**src/rtl/prio_vec_intc_pkg.sv**
```systemverilog
package prio_vec_intc_pkg;

  localparam int NUM_SRC = 13;
  localparam int REG_W   = 16;
  localparam int ADDR_W  = 5;
  localparam int CTRL_W  = 8;
  localparam int VEC_W   = 8;
  localparam int LVL_W   = 3;
  localparam int KEY_W   = 5;

  localparam int SW_SRC  = 8;
  localparam int VA_SRC  = 12;
  localparam int VB_SRC  = 13;

  localparam logic [VEC_W-1:0] AUTO_BASE    = 8'd24;
  localparam logic [VEC_W-1:0] FALLBACK_VEC = 8'h0F;
  localparam logic [VEC_W-1:0] SW_VEC_RST   = 8'h0F;
  localparam logic [VEC_W-1:0] UART_VEC_RST = 8'h00;
  localparam logic [KEY_W-1:0] MIN_KEY      = 5'd4;

  localparam logic [ADDR_W-1:0] A_MASK = 5'h10;
  localparam logic [ADDR_W-1:0] A_PEND = 5'h11;
  localparam logic [ADDR_W-1:0] A_SWV  = 5'h12;
  localparam logic [ADDR_W-1:0] A_VA   = 5'h13;
  localparam logic [ADDR_W-1:0] A_VB   = 5'h14;

  // bits 1..n set
  function automatic logic [REG_W-1:0] used_bits(int n);
    logic [REG_W-1:0] m;
    m = '0;
    for (int i = 1; i <= n; i++) m[i] = 1'b1;
    return m;
  endfunction

  function automatic logic [CTRL_W-1:0] ctrl_rst(int n);
    if (n <= 7)       return CTRL_W'(n * 4);
    else if (n == 8)  return 8'h1C;
    else if (n <= 11) return 8'h80;
    else              return 8'h00;
  endfunction

endpackage

```
**src/rtl/prio_vec_intc_regs.sv**
```systemverilog
module prio_vec_intc_regs
  import prio_vec_intc_pkg::*;
#(
  parameter int N_SRC = NUM_SRC
) (
  input  logic                          clk_i,
  input  logic                          rst_ni,
  input  logic                          we_i,
  input  logic [ADDR_W-1:0]             addr_i,
  input  logic [REG_W-1:0]              wdata_i,
  input  logic [REG_W-1:0]              pend_i,
  output logic [REG_W-1:0]              rdata_o,
  output logic [N_SRC:0][CTRL_W-1:0]    ctrl_o,
  output logic [REG_W-1:0]              mask_o,
  output logic [VEC_W-1:0]              swv_o,
  output logic [VEC_W-1:0]              vav_o,
  output logic [VEC_W-1:0]              vbv_o
);

  localparam logic [REG_W-1:0] Used = used_bits(N_SRC);

  assign ctrl_o[0] = '0;

  for (genvar g = 1; g <= N_SRC; g++) begin : g_ctrl
    logic [CTRL_W-1:0] ctrl_q;
    always_ff @(posedge clk_i or negedge rst_ni) begin
      if (!rst_ni)                                 ctrl_q <= ctrl_rst(g);
      else if (we_i && addr_i == ADDR_W'(g))       ctrl_q <= wdata_i[CTRL_W-1:0];
    end
    assign ctrl_o[g] = ctrl_q;
  end

  logic [REG_W-1:0] mask_q;
  logic [VEC_W-1:0] swv_q, vav_q, vbv_q;

  always_ff @(posedge clk_i or negedge rst_ni) begin
    if (!rst_ni) begin
      mask_q <= Used;
      swv_q  <= SW_VEC_RST;
      vav_q  <= UART_VEC_RST;
      vbv_q  <= UART_VEC_RST;
    end else if (we_i) begin
      case (addr_i)
        A_MASK:  mask_q <= wdata_i & Used;
        A_SWV:   swv_q  <= wdata_i[VEC_W-1:0];
        A_VA:    vav_q  <= wdata_i[VEC_W-1:0];
        A_VB:    vbv_q  <= wdata_i[VEC_W-1:0];
        default: ;
      endcase
    end
  end

  assign mask_o = mask_q;
  assign swv_o  = swv_q;
  assign vav_o  = vav_q;
  assign vbv_o  = vbv_q;

  always_comb begin
    rdata_o = '0;
    for (int s = 1; s <= N_SRC; s++)
      if (addr_i == ADDR_W'(s)) rdata_o = REG_W'(ctrl_o[s]);
    case (addr_i)
      A_MASK:  rdata_o = mask_q;
      A_PEND:  rdata_o = pend_i & Used;
      A_SWV:   rdata_o = REG_W'(swv_q);
      A_VA:    rdata_o = REG_W'(vav_q);
      A_VB:    rdata_o = REG_W'(vbv_q);
      default: ;
    endcase
  end

endmodule

```
**src/rtl/prio_vec_intc_arb.sv**
```systemverilog
module prio_vec_intc_arb
  import prio_vec_intc_pkg::*;
#(
  parameter int N_SRC = NUM_SRC,
  localparam int IDX_W = $clog2(N_SRC + 1)
) (
  input  logic [N_SRC:0][CTRL_W-1:0] ctrl_i,
  input  logic [REG_W-1:0]           pend_i,
  input  logic [REG_W-1:0]           mask_i,
  output logic [REG_W-1:0]           active_o,
  output logic [IDX_W-1:0]           win_o,
  output logic                       hit_o
);

  localparam logic [REG_W-1:0] Used = used_bits(N_SRC);

  logic [KEY_W-1:0] best;

  assign active_o = pend_i & ~mask_i & Used;

  // strict compare keeps the lowest index on ties
  always_comb begin
    best  = '0;
    win_o = '0;
    for (int s = 1; s <= N_SRC; s++) begin
      if (active_o[s] && ctrl_i[s][KEY_W-1:0] > best) begin
        best  = ctrl_i[s][KEY_W-1:0];
        win_o = IDX_W'(s);
      end
    end
  end

  assign hit_o = (best >= MIN_KEY);

endmodule

```
**src/rtl/prio_vec_intc_vec.sv**
```systemverilog
module prio_vec_intc_vec
  import prio_vec_intc_pkg::*;
#(
  parameter int N_SRC = NUM_SRC,
  localparam int IDX_W = $clog2(N_SRC + 1)
) (
  input  logic [N_SRC:0][CTRL_W-1:0] ctrl_i,
  input  logic [IDX_W-1:0]           win_i,
  input  logic                       hit_i,
  input  logic [VEC_W-1:0]           swv_i,
  input  logic [VEC_W-1:0]           vav_i,
  input  logic [VEC_W-1:0]           vbv_i,
  output logic [LVL_W-1:0]           level_o,
  output logic [VEC_W-1:0]           vector_o
);

  logic [CTRL_W-1:0] wctrl;
  logic [VEC_W-1:0]  own_vec;

  always_comb begin
    wctrl = '0;
    for (int s = 1; s <= N_SRC; s++)
      if (win_i == IDX_W'(s)) wctrl = ctrl_i[s];
  end

  always_comb begin
    if      (win_i == IDX_W'(SW_SRC)) own_vec = swv_i;
    else if (win_i == IDX_W'(VA_SRC)) own_vec = vav_i;
    else if (win_i == IDX_W'(VB_SRC)) own_vec = vbv_i;
    else                              own_vec = FALLBACK_VEC;
  end

  always_comb begin
    if (!hit_i) begin
      level_o  = '0;
      vector_o = '0;
    end else begin
      level_o  = wctrl[4:2];
      vector_o = wctrl[7] ? (AUTO_BASE + VEC_W'(wctrl[4:2])) : own_vec;
    end
  end

endmodule

```
**src/rtl/prio_vec_intc.sv**
```systemverilog
module prio_vec_intc
  import prio_vec_intc_pkg::*;
#(
  parameter int N_SRC = NUM_SRC
) (
  input  logic              clk_i,
  input  logic              rst_ni,
  input  logic [REG_W-1:0]  irq_i,
  input  logic              we_i,
  input  logic [ADDR_W-1:0] addr_i,
  input  logic [REG_W-1:0]  wdata_i,
  output logic [REG_W-1:0]  rdata_o,
  output logic [LVL_W-1:0]  level_o,
  output logic [VEC_W-1:0]  vector_o
);

  localparam int IDX_W = $clog2(N_SRC + 1);

  logic [N_SRC:0][CTRL_W-1:0] ctrl_w;
  logic [REG_W-1:0]           mask_w, active_w;
  logic [VEC_W-1:0]           swv_w, vav_w, vbv_w, vec_d;
  logic [IDX_W-1:0]           win_w;
  logic                       hit_w;
  logic [LVL_W-1:0]           lvl_d, level_q;
  logic [VEC_W-1:0]           vector_q;

  prio_vec_intc_regs #(.N_SRC(N_SRC)) i_regs (
    .clk_i   (clk_i),
    .rst_ni  (rst_ni),
    .we_i    (we_i),
    .addr_i  (addr_i),
    .wdata_i (wdata_i),
    .pend_i  (irq_i),
    .rdata_o (rdata_o),
    .ctrl_o  (ctrl_w),
    .mask_o  (mask_w),
    .swv_o   (swv_w),
    .vav_o   (vav_w),
    .vbv_o   (vbv_w)
  );

  prio_vec_intc_arb #(.N_SRC(N_SRC)) i_arb (
    .ctrl_i   (ctrl_w),
    .pend_i   (irq_i),
    .mask_i   (mask_w),
    .active_o (active_w),
    .win_o    (win_w),
    .hit_o    (hit_w)
  );

  prio_vec_intc_vec #(.N_SRC(N_SRC)) i_vec (
    .ctrl_i   (ctrl_w),
    .win_i    (win_w),
    .hit_i    (hit_w),
    .swv_i    (swv_w),
    .vav_i    (vav_w),
    .vbv_i    (vbv_w),
    .level_o  (lvl_d),
    .vector_o (vec_d)
  );

  always_ff @(posedge clk_i or negedge rst_ni) begin
    if (!rst_ni) begin
      level_q  <= '0;
      vector_q <= '0;
    end else begin
      level_q  <= lvl_d;
      vector_q <= vec_d;
    end
  end

  assign level_o  = level_q;
  assign vector_o = vector_q;

endmodule

```
**config.mk**
```make
export PLATFORM = sky130hd
export DESIGN_NAME = prio_vec_intc
export DESIGN_NICKNAME = d
export VERILOG_FILES = /design/src/rtl/prio_vec_intc_pkg.sv /design/src/rtl/prio_vec_intc_regs.sv /design/src/rtl/prio_vec_intc_arb.sv /design/src/rtl/prio_vec_intc_vec.sv /design/src/rtl/prio_vec_intc.sv
export SDC_FILE = /design/constraint.sdc
export NUM_CORES = 1
export LEC_CHECK = 0
export ABC_AREA = 1
export ABC_CLOCK_PERIOD_IN_PS = 33900
export BUFFER_PORTS_ARGS = -buffer_cell sky130_fd_sc_hd__buf_2
export CAP_MARGIN = 20
export CORE_MARGIN = 5
export CORE_UTILIZATION = 30
export CTS_BUF_LIST = sky130_fd_sc_hd__clkbuf_4
export CTS_CLUSTER_DIAMETER = 80
export CTS_CLUSTER_SIZE = 12
export DETAILED_ROUTE_END_ITERATION = 8
export PLACE_DENSITY = 0.57
export SYNTH_ARGS = -nofsm -noshare
export SYNTH_HDL_FRONTEND = slang
export SYNTH_HIERARCHICAL = 1
export SYNTH_SLANG_ARGS = --single-unit
```
**constraint.sdc**
```tcl
create_clock -name clk_i -period 33.9 [get_ports clk_i]
set_clock_uncertainty 0.15 [all_clocks]
set_input_delay 3.39 -clock clk_i [delete_from_list [all_inputs] [get_ports clk_i]]
set_output_delay 3.39 -clock clk_i [all_outputs]
set_load 0.05 [all_outputs]
```
==> metrics.md <==
| Metric | Value |
|---|---|
| Final period util | roughly 58% |
| Vias after detailed routing | a little under 10000 |
| Synth warnings | 6 |
| Final hold vios | 0 |
| Worst r2r src | i_regs/g_ctrl[1].ctrl_q[2]$_DFFE_PN1P_ |
| Fmax | 0.05055 GHz |
| Initial Util | a little under a third |
| Worst Hold Depth | 2 |
| Crit start category | input port |
| Max H-tree Level | 4 |
| Placed Instances | 1954 |
| Root Buffer | clkbuf_4 |
| Crit-path max FO | 14 |
| Critical path required time | roughly 34 ns |
| Post-route ant nets | 0 |
| Post-CTS Repair Setup Buffers | 0 |
| Reg2reg setup slack | 16.56 ns |
| Initial DRC Count | between 600 and 700 |
| Post-cts hold buffer count | 0 |
| Drc violations | 0 |
| Input/output buffers | 59 |
| Layout area overhead | 7.834% |
| Critical Path AT | between 20 and 25 ns |
| Drt pass-1 iters | 5 |
| CP Capture Type | register |
| CTS tree | built |
| First-pass GRT wire length | ~52000 um |
| HP Class | register to register |
| Number of global-route vias before repair | about 9200 |
| Via density | roughly 5.0 |
| CTS clk-pin slew, worst paths | 0.15 ns |
| Reg area | 0.003847 mm^2 |
| Clock Tree Buf Depth | 2 |
| Global route overflow | 0 |
| Setup_tns | 0 ns |
| Routability cong. | slightly below 0.9 |
| Max_slew headroom | around 37% |
| Min Tclk post-route | about 20 ns |
| CP dominant cell by count | nand2_1 |
| Gate Count Post-Synth | ~1500 |
| Antenna violations before repair | 1 |
| Layout cells sized above 1 | roughly 18% |
| Core outline area | 0.03548 mm^2 |
| Hpwl dp | roughly 24000 um |
| Worst R2R Path Depth | 105 |
| Status | finished, final reports clean |
| Sink Count | 152 |
| RSZ-0062 raised after global routing | false |
| Max-cap violations | 0 |
| Chip height | approximately 200 um |
| Multi-input logic area | approximately 0.0060 mm^2 |
| # setup viols final | 0 |
| Fill cell count | 3812 |
| Total track usage | between 15 and 20% |
| Num CTS Buffers | 17 |
| Boundary pin count | 67 |
| Critical path class | input port to register |
| Total Nets Final | 1596 |
| Worst Max-Slew Pin Slew | 0.9386 ns |
| Synthesized area | about 0.011 mm^2 |
| Die width | between 150 and 200 um |
| Final Non-Filler Cells | ~2000 |
| Hold Startpoint | i_regs/g_ctrl[7].ctrl_q[6]$_DFFE_PN0P_ |
| WL/cell | 16.62 um |
| Slowest cell on crit path | nor2_1 |
| Worst path max stage delay | about 0.71 ns |
| Clk Latency, worst-skew pair | around 0.60 ns |
| DRT Wirelength | approximately 33000 um |
| Post-CTS resize count | 0 |
| Rows | 69 |
| Die Area | just under 0.04 mm^2 |
| Max Slew Vio Count | 0 |
| Worst reg2reg path endpoint | vector_o[1]$_DFF_PN0_ |
| Synthesized area per cell | 7.257 um^2 |
| Pin count of the biggest net entering global routing | between 90 and 100 |
| Hold Path End | i_regs/g_ctrl[7].ctrl_q[6]$_DFFE_PN0P_ |
cells in the final DEF, fill, tap and decap left out, types with 4 or more instances in the layout:
cell,count
nand2_1,458
o21ai_0,156
inv_1,139
dfrtp_1,117
nor2_1,99
nand3_1,83
buf_2,58
ha_1,44
nand2_2,43
nand4_1,41
dfstp_2,35
a21oi_1,25
nand3b_1,21
nor2_4,18
or2_2,18
clkbuf_4,17
nand2_4,14
inv_2,14
nand3_2,12
nor2_2,11
o21bai_1,11
inv_6,9
o21ai_1,9
a32o_1,9
a21oi_2,7
o221ai_1,5
a22o_1,5
o2111ai_1,4
mux2_2,4
o211ai_1,4
per-stage QoR:
| step | hold slack (ns) | setup WS (ns) | utilization [%] | cell area, um^2 |
|---|---|---|---|---|
| final | 0.3525 | 14.12 | 32.62 | 11570 |
| after global routing | 0.3827 | 12.65 | 32.62 | 11570 |
| after CTS | 0.3548 | 14.24 | 32.61 | 11570 |
| after detailed placement | 0.3213 | 13.66 | 31.82 | 11290 |
| after global placement | 0.3085 | 13.86 | 31.82 | 11290 |
| after floorplan | 0.2957 | 16.62 | - | 10740 |
critical path, delay by kind of cell:
kind	cells	cell delay, ns
and+or+nand+nor	66	7.88
AOI/OAI and AO/OA	20	4.25
adders and majority gates	12	3.81
buffers and inverters	8	0.78
area by class of cell:
type	count	area share, %
Antenna cell	1	0.02162
Clock buffer	17	1.103
Clock inverter	15	1.330
Inverter	155	5.070
Multi-Input combinational cell	1124	51.45
Sequential cell	152	33.24
Tap cell	461	4.984
Timing Repair Buffer	62	2.800
flip-flops by register name, indices dropped and copies added, names as in the netlist:
name,count
vector_o,8
i_regs/vav_o,8
i_regs/g_ctrl.ctrl_q,104
i_regs/swv_o,8
i_regs/mask_o,13
level_o,3
i_regs/vbv_o,8
worst max path at each step:
stage / from / end / slack (ns) / depth (start not counted)
after floorplan: irq_i[1] / vector_o[1]$_DFF_PN0_ / 16.62 / 123
after global placement: irq_i[1] / vector_o[1]$_DFF_PN0_ / 13.86 / 107
after detailed placement: irq_i[1] / vector_o[1]$_DFF_PN0_ / 13.66 / 104
after CTS: irq_i[1] / vector_o[1]$_DFF_PN0_ / 14.24 / 104
after global routing: irq_i[1] / vector_o[1]$_DFF_PN0_ / 12.65 / 106
final: irq_i[1] / vector_o[1]$_DFF_PN0_ / 14.12 / 106
metal layers:
metal,track usage [%],vias up,wire length (um)
met4,4.154,0,520
met2,28.03,242,15820
met3,2.074,31,1397
met1,23.28,4717,15280
met5,0,-,0
li1,-,4894,-
Power is left out: the tool's default activity adds up to more than one toggle a clock period on the data nets, which glitch-free logic cannot reach.
